==> src/rtl/rxq_pkg.sv <==
package rxq_pkg;
   // register addresses (low half of the address space)
   localparam int CTRL_ADDR   = 0;
   localparam int STAT_ADDR   = 1;
   // control bit positions
   localparam int CT_QEN      = 0;
   localparam int CT_LO_IE    = 1;
   localparam int CT_HI_IE    = 2;
   // status field positions
   localparam int ST_NFLAGS   = 7;
   localparam int ST_PTR_LSB  = 8;

   // status flags, bit 0 = first-half full ... bit 6 = idle
   typedef struct packed {
      logic idle;
      logic nf;
      logic pe;
      logic fe;
      logic ovr;
      logic hi;
      logic lo;
   } rxq_flags_t;
endpackage

==> src/rtl/rxq_store.sv <==
module rxq_store #(
   parameter int DATA_W = 9,
   parameter int DEPTH  = 16,
   localparam int PW    = $clog2(DEPTH)
) (
   input  logic              clk,
   input  logic              rst_n,
   input  logic              we,
   input  logic [PW-1:0]     widx,
   input  logic [DATA_W-1:0] wdata,
   input  logic [PW-1:0]     ridx,
   output logic [DATA_W-1:0] rdata
);
   logic [DATA_W-1:0] mem [DEPTH];

   always_ff @(posedge clk) begin
      if (!rst_n) begin
         for (int i = 0; i < DEPTH; i++) mem[i] <= '0;
      end else if (we) begin
         mem[widx] <= wdata;
      end
   end

   assign rdata = mem[ridx];

   for (genvar g = 0; g < DEPTH; g++) begin : g_hold
      // an entry changes only when it is the write target
      entry_hold_chk: assert property (@(posedge clk) disable iff (!rst_n)
         !(we && widx == PW'(g)) |=> $stable(mem[g]));
   end
endmodule

==> src/rtl/rxq_fill.sv <==
module rxq_fill #(
   parameter int DEPTH = 16,
   localparam int PW   = $clog2(DEPTH)
) (
   input  logic          clk,
   input  logic          rst_n,
   input  logic          frame_v,
   input  logic          frame_fe,
   input  logic          frame_pe,
   input  logic          frame_nf,
   input  logic          rx_en,
   input  logic          sb_ovr,
   input  logic          err_hold,
   input  logic          ctrl_wr,
   input  logic          ctrl_qen,
   input  logic [1:0]    clr_half,
   input  logic          clr_ovr,
   output logic          qen,
   output logic [PW-1:0] ptr,
   output logic [1:0]    half_full,
   output logic          ovr,
   output logic          we,
   output logic          rec_fe,
   output logic          rec_pe,
   output logic          rec_nf
);
   logic active, take, bad, blocked, reinit, at_half_end, cur_half;

   assign active      = qen && rx_en && !ovr && !sb_ovr && !err_hold;
   assign take        = frame_v && active;
   assign bad         = take && (frame_fe || frame_pe);
   assign cur_half    = ptr[PW-1];
   assign blocked     = take && !bad && half_full[cur_half];
   assign we          = take && !bad && !blocked;
   assign reinit      = ctrl_wr && ctrl_qen && !qen;
   assign at_half_end = &ptr[PW-2:0];

   assign rec_fe = bad && frame_fe;
   assign rec_pe = bad && frame_pe;
   assign rec_nf = we && frame_nf;

   always_ff @(posedge clk) begin
      if (!rst_n)        ptr <= '0;
      else if (reinit)   ptr <= '0;
      else if (we)       ptr <= ptr + 1'b1;
   end

   for (genvar h = 0; h < 2; h++) begin : g_half
      always_ff @(posedge clk) begin
         if (!rst_n)                                   half_full[h] <= 1'b0;
         else if (reinit)                              half_full[h] <= 1'b0;
         else if (we && cur_half == h && at_half_end)  half_full[h] <= 1'b1;
         else if (clr_half[h])                         half_full[h] <= 1'b0;
      end
      // a half flag drops only through the clear sequence or a re-init
      half_clr_chk: assert property (@(posedge clk) disable iff (!rst_n)
         $fell(half_full[h]) |-> $past(clr_half[h]) || $past(reinit));
   end

   always_ff @(posedge clk) begin
      if (!rst_n)        ovr <= 1'b0;
      else if (reinit)   ovr <= 1'b0;
      else if (blocked)  ovr <= 1'b1;
      else if (clr_ovr)  ovr <= 1'b0;
   end

   always_ff @(posedge clk) begin
      if (!rst_n)        qen <= 1'b0;
      else if (blocked)  qen <= 1'b0;
      else if (ctrl_wr)  qen <= ctrl_qen;
   end

   // every store advances the pointer by exactly one
   ptr_step_chk: assert property (@(posedge clk) disable iff (!rst_n)
      we |=> ptr == PW'($past(ptr) + 1'b1));
   // an errored frame never moves the pointer
   err_ptr_chk: assert property (@(posedge clk) disable iff (!rst_n)
      (frame_v && (frame_fe || frame_pe) && !reinit) |=> $stable(ptr));
   // overrun always comes with the queue switched off
   ovr_off_chk: assert property (@(posedge clk) disable iff (!rst_n)
      $rose(ovr) |-> !qen);
endmodule

==> src/rtl/rxq_stat.sv <==
module rxq_stat
   import rxq_pkg::*;
(
   input  logic       clk,
   input  logic       rst_n,
   input  logic       set_fe,
   input  logic       set_pe,
   input  logic       set_nf,
   input  logic       set_idle,
   input  logic       stat_rd,
   input  logic       stat_wr,
   input  logic [4:0] wbits,
   input  logic       q_rd,
   input  rxq_flags_t cur,
   output logic       fe,
   output logic       pe,
   output logic       nf,
   output logic       idle,
   output logic [1:0] clr_half,
   output logic       clr_ovr
);
   rxq_flags_t arm;
   logic [4:0] clr_w;
   logic       clr_nf, clr_idle;

   // write-side clears: armed by an earlier status read, released by a 0 bit
   assign clr_w    = stat_wr ? (arm[4:0] & ~wbits) : 5'b0;
   assign clr_half = clr_w[1:0];
   assign clr_ovr  = clr_w[2];
   assign clr_nf   = q_rd && arm.nf;
   assign clr_idle = q_rd && arm.idle;

   always_ff @(posedge clk) begin
      if (!rst_n) begin
         arm <= '0;
      end else if (stat_rd) begin
         arm <= cur;
      end else begin
         if (stat_wr) arm[4:0] <= '0;
         if (q_rd) begin
            arm.nf   <= 1'b0;
            arm.idle <= 1'b0;
         end
      end
   end

   always_ff @(posedge clk) begin
      if (!rst_n) begin
         fe <= 1'b0; pe <= 1'b0; nf <= 1'b0; idle <= 1'b0;
      end else begin
         if (set_fe)        fe <= 1'b1;
         else if (clr_w[3]) fe <= 1'b0;
         if (set_pe)        pe <= 1'b1;
         else if (clr_w[4]) pe <= 1'b0;
         if (set_nf)        nf <= 1'b1;
         else if (clr_nf)   nf <= 1'b0;
         if (set_idle)      idle <= 1'b1;
         else if (clr_idle) idle <= 1'b0;
      end
   end

   // noise flag falls only on a queue read
   nf_clr_chk: assert property (@(posedge clk) disable iff (!rst_n)
      $fell(nf) |-> $past(q_rd));
   // framing flag falls only on a status write
   fe_clr_chk: assert property (@(posedge clk) disable iff (!rst_n)
      $fell(fe) |-> $past(stat_wr));
endmodule

==> src/rtl/rxq_ctrl.sv <==
module rxq_ctrl
   import rxq_pkg::*;
#(
   parameter int DATA_W = 9,
   parameter int DEPTH  = 16,
   parameter int BUS_W  = 16,
   localparam int PW    = $clog2(DEPTH),
   localparam int AW    = PW + 1
) (
   input  logic              clk,
   input  logic              rst_n,
   input  logic              rx_valid,
   input  logic [DATA_W-1:0] rx_data,
   input  logic              rx_fe,
   input  logic              rx_pe,
   input  logic              rx_noise,
   input  logic              rx_idle,
   input  logic              rx_en,
   input  logic              sb_ovr,
   input  logic              bus_rd,
   input  logic              bus_wr,
   input  logic [AW-1:0]     bus_addr,
   input  logic [BUS_W-1:0]  bus_wdata,
   output logic [BUS_W-1:0]  bus_rdata,
   output logic              irq
);
   if (DEPTH < 4 || (DEPTH & (DEPTH - 1)) != 0) begin : g_bad_depth
      $error("rxq_ctrl: DEPTH must be a power of two, at least 4");
   end
   if (DATA_W > BUS_W || BUS_W < ST_PTR_LSB + PW) begin : g_bad_bus
      $error("rxq_ctrl: BUS_W too narrow for the data or status word");
   end

   logic              stat_rd, stat_wr, ctrl_wr, q_rd, is_q;
   logic              qen, ovr, we, rec_fe, rec_pe, rec_nf;
   logic              fe, pe, nf, idle, clr_ovr;
   logic              lo_ie, hi_ie;
   logic [1:0]        half_full, clr_half;
   logic [PW-1:0]     ptr;
   logic [DATA_W-1:0] q_data;
   rxq_flags_t        flags;
   logic              wdata_unused;

   assign is_q    = bus_addr[AW-1];
   assign stat_rd = bus_rd && bus_addr == AW'(STAT_ADDR);
   assign stat_wr = bus_wr && bus_addr == AW'(STAT_ADDR);
   assign ctrl_wr = bus_wr && bus_addr == AW'(CTRL_ADDR);
   assign q_rd    = bus_rd && is_q;
   assign wdata_unused = ^bus_wdata[BUS_W-1:ST_NFLAGS];

   assign flags = '{idle: idle, nf: nf, pe: pe, fe: fe, ovr: ovr,
                    hi: half_full[1], lo: half_full[0]};

   always_ff @(posedge clk) begin
      if (!rst_n) begin
         lo_ie <= 1'b0;
         hi_ie <= 1'b0;
      end else if (ctrl_wr) begin
         lo_ie <= bus_wdata[CT_LO_IE];
         hi_ie <= bus_wdata[CT_HI_IE];
      end
   end

   rxq_fill #(.DEPTH(DEPTH)) u_fill (
      .clk(clk), .rst_n(rst_n),
      .frame_v(rx_valid), .frame_fe(rx_fe), .frame_pe(rx_pe), .frame_nf(rx_noise),
      .rx_en(rx_en), .sb_ovr(sb_ovr), .err_hold(fe || pe),
      .ctrl_wr(ctrl_wr), .ctrl_qen(bus_wdata[CT_QEN]),
      .clr_half(clr_half), .clr_ovr(clr_ovr),
      .qen(qen), .ptr(ptr), .half_full(half_full), .ovr(ovr), .we(we),
      .rec_fe(rec_fe), .rec_pe(rec_pe), .rec_nf(rec_nf)
   );

   rxq_stat u_stat (
      .clk(clk), .rst_n(rst_n),
      .set_fe(rec_fe), .set_pe(rec_pe), .set_nf(rec_nf), .set_idle(rx_idle),
      .stat_rd(stat_rd), .stat_wr(stat_wr), .wbits(bus_wdata[4:0]), .q_rd(q_rd),
      .cur(flags), .fe(fe), .pe(pe), .nf(nf), .idle(idle),
      .clr_half(clr_half), .clr_ovr(clr_ovr)
   );

   rxq_store #(.DATA_W(DATA_W), .DEPTH(DEPTH)) u_store (
      .clk(clk), .rst_n(rst_n),
      .we(we), .widx(ptr), .wdata(rx_data),
      .ridx(bus_addr[PW-1:0]), .rdata(q_data)
   );

   always_comb begin
      bus_rdata = '0;
      if (is_q) begin
         bus_rdata[DATA_W-1:0] = q_data;
      end else if (bus_addr == AW'(CTRL_ADDR)) begin
         bus_rdata[CT_QEN]   = qen;
         bus_rdata[CT_LO_IE] = lo_ie;
         bus_rdata[CT_HI_IE] = hi_ie;
      end else if (bus_addr == AW'(STAT_ADDR)) begin
         bus_rdata[ST_NFLAGS-1:0]      = flags;
         bus_rdata[ST_PTR_LSB +: PW]   = ptr;
      end
   end

   assign irq = (half_full[0] && lo_ie) || (half_full[1] && hi_ie);

   // the interrupt needs a full half behind it
   irq_src_chk: assert property (@(posedge clk) disable iff (!rst_n)
      irq |-> (half_full != 2'b00));
   // queue reads leave the pointer alone
   qrd_ptr_chk: assert property (@(posedge clk) disable iff (!rst_n)
      (q_rd && !rx_valid && !bus_wr) |=> $stable(ptr));
endmodule

==> config.mk <==
export PLATFORM = sky130hd
export DESIGN_NAME = rxq_ctrl
export DESIGN_NICKNAME = d
export VERILOG_FILES = /design/src/rtl/rxq_pkg.sv /design/src/rtl/rxq_store.sv /design/src/rtl/rxq_fill.sv /design/src/rtl/rxq_stat.sv /design/src/rtl/rxq_ctrl.sv
export SDC_FILE = /design/constraint.sdc
export NUM_CORES = 1
export LEC_CHECK = 0
export CORE_ASPECT_RATIO = 0.7
export CORE_MARGIN = 2
export CORE_UTILIZATION = 58
export DETAILED_ROUTE_END_ITERATION = 8
export MAX_ROUTING_LAYER = met4
export PLACE_DENSITY_LB_ADDON = 0.1
export SLEW_MARGIN = 20
export SYNTH_ARGS = -nofsm -noshare
export SYNTH_HDL_FRONTEND = slang
export SYNTH_SLANG_ARGS = --single-unit
==> constraint.sdc <==
create_clock -name clk -period 3.65 [get_ports clk]
set_input_delay 0.365 -clock clk [delete_from_list [all_inputs] [get_ports clk]]
set_output_delay 0.365 -clock clk [all_outputs]
set_load 0.02 [all_outputs]
==> flow_summary.ini <==
[outcome]
status = finished with violations
violations = design-rule violations

[timing]
hold_viol = 0
tns_ns = 0
rsz0062_at_grt = false
slew_headroom_pct = 46.0
finalSetupViolCount = 0
clock.fmax_mhz = 304
period_minus_slack_ns = 3.29
finalMaxSlewViolations = 0
holdWs_ns = 0.531
tightest_slew_ns = 0.809
min_period_over_period_pct = 90.1
skew_ns = 0.00891

[setup_path]
path_max_fanout = 17
max_stage_delay_ns = 0.56
critPathKind = in2out
crit_path_end_kind = primary output
crit_buf_inv = 3
required_ns = 3.28
path_delay_family = buffers and inverters
critPathArrivalTime_ns = 2.92
start_kind = primary input
path_cells = buf_2, buf_4, nor2b_1, a22oi_1, a32oi_1, o21ai_0, clkdlybuf4s50_1
crit_slowest_cell = clkdlybuf4s50_1

[floorplanning]
die_height_um = 99.3
die_w_um = 140
core-area_um2 = 12500
initial_core_util_pct = 59.9
ioPinCount = 58
die_area_um2 = 13900
rows = 34

[clock_tree]
cts_hold_buf = 0
cts-buffers-inserted = 17
cts_tree = done
clkSinkCount = 165
post_cts_buffers = 0
cts-htree-levels = 4
cts_buffer_depth = 2
path_clk_slew_ns = 0.06
cts_root_buf = clkbuf_16
cts_resized = 0
clk_latency_ns = 0.43

[synthesis]
synth-edff-count = 144
syn_inst = 610
yosysMostFrequentCell = nor2_1
synth_warnings = 0
ys_seq_area_share_pct = 63.1
synthArstFlopShare_pct = 0
ys_ff_latch = 165
synth_top_flop_cell = edfxtp_1
ys_types = 40
yosys.area.top_type_share_pct = 57.5
avgSynthCellArea_um2 = 12.3
syn-cell-area_um2 = 7520
ys_top_cells_by_count = nor2_1, edfxtp_1, mux2i_1
yosys.area.top_type = edfxtp_1
synthTopCellsByArea = edfxtp_1, nor2_1, mux4_2

[pwr]
peakVddDrop_uv = 363
p_leak_uw = 0.00297
power_density_nw_per_um2 = 474

[routing]
via_per_inst = 6.20
drt_iter0_markers = 702
remaining_drc_errors = 3
drtAntennaViolNets = 0
via_count = 5237
top_layer = met4
route.met2.wl_um = 8720
route.met3.wl_um = 2500
wl_um = 19800
avgRoutedWirePerCell_um = 23.5
drt_first_pass_iters = 7
wl_met1_um = 8310

[global_routing]
overflow = 0
grt_pass1_vias = 5088
grt_pass1_wl_um = 30100
grt_max_degree = 41
antenna_found_initial = 1
grt.total_usage_pct = 31.0

[placed_design]
gp_congestion = 0.905
post-dp-hpwl_um = 13500
port_buffers = 42
dpl.cell_count = 811

[cells_and_area]
final_nets = 714
drive_gt1_share_pct = 14.8
final_cells = 844
area_growth_pct = 17.0

[run]
drv_cap = 0

[worst_hold_path]
hp-class = reg2reg
area by class of cell:
type	count	area (um^2)
clock buffers	18	429
diodes	1	2.50
clock inverters	14	131
inverters	7	26.3
repair buffers	80	696
flip-flops and latches	165	4740
fillers	873	3750
well taps	162	203
multi-input cells	397	2560
stage by stage:
stage	setup WS [ns]	instance area [um^2]	utilization, %	total power (uW)
floorplan	0.937	7530	-	2350
global placement	0.476	8230	65.6	2490
detailed placement	0.462	8230	65.6	2500
CTS	0.420	8790	70.1	4170
global route	0.261	8800	70.1	4270
finish	0.360	8800	70.1	4170
state kept, by name (all words and copies together) (netlist names):
name	flops
u_stat.idle	1
u_fill.half_full	2
u_fill.ovr	1
lo_ie	1
u_fill.qen	1
u_stat.fe	1
u_stat.arm	7
u_stat.nf	1
u_stat.pe	1
u_fill.ptr	4
hi_ie	1
u_store.mem	144
power by group:
| part | switching, uW | internal, uW | total, uW |
|---|---|---|---|
| Sequential | 21.6 | 2120 | 2140 |
| Clock | 760 | 942 | 1700 |
| Combinational | 188 | 142 | 330 |
| Total | 970 | 3200 | 4170 |
cells in the final DEF (no fill, tap or decap), types with 2 or more instances in the layout:
cell,n
a21oi_1,7
a22oi_1,22
a32oi_1,5
and2_1,3
and3_1,6
buf_2,2
buf_4,38
clkbuf_16,17
clkdlybuf4s50_1,40
clkinv_4,6
clkinvlp_4,4
conb_1,4
dfxtp_1,21
edfxtp_1,144
ha_1,5
inv_1,7
mux2_2,4
mux2i_1,44
mux4_2,22
nand2_1,43
nand2b_1,5
nand3_1,10
nand4b_1,2
nor2_1,164
nor2b_1,4
nor3_1,3
o21ai_0,28
o221ai_1,2
logic make-up (layout without fill, tap and decap cells):
family	Yosys count	in the layout	share of synthesized area, %
AO/OA/AOI/OAI	69	69	5.91
XOR/XNOR	1	1	0.117
adder cells (fa/ha/maj)	5	5	0.832
buffers and inverters	51	119	2.91
flip-flops	165	165	63.1
multiplexers	70	70	13.0
other	1	5	0.0499
AND/OR/NAND/NOR	248	248	14.0
per-layer routing:
metal  track usage [%]  vias up
met5                 -        -
met4              8.31        0
met3              9.24       25
met2              43.8      325
met1              44.4     2555
li1                  -     2332
final timing paths:
path                                     endpoint  cells past startpoint           from  slack (ns)
worst max register to register  u_store.mem[1][6]                      5  u_fill.ptr[3]        0.71
worst min register to register      u_stat.arm[4]                      2  u_stat.arm[4]        0.53
worst min-delay path                u_stat.arm[4]                      2  u_stat.arm[4]        0.53
worst max-delay path                 bus_rdata[8]                      7    bus_addr[0]        0.36
worst min-delay path, stage by stage, from the launching register on:
cell and delay, ns:
dfxtp_1 0.34, a22oi_1 0.08, nor2_1 0.08
Note: power is estimated with default switching activity, not from simulation.
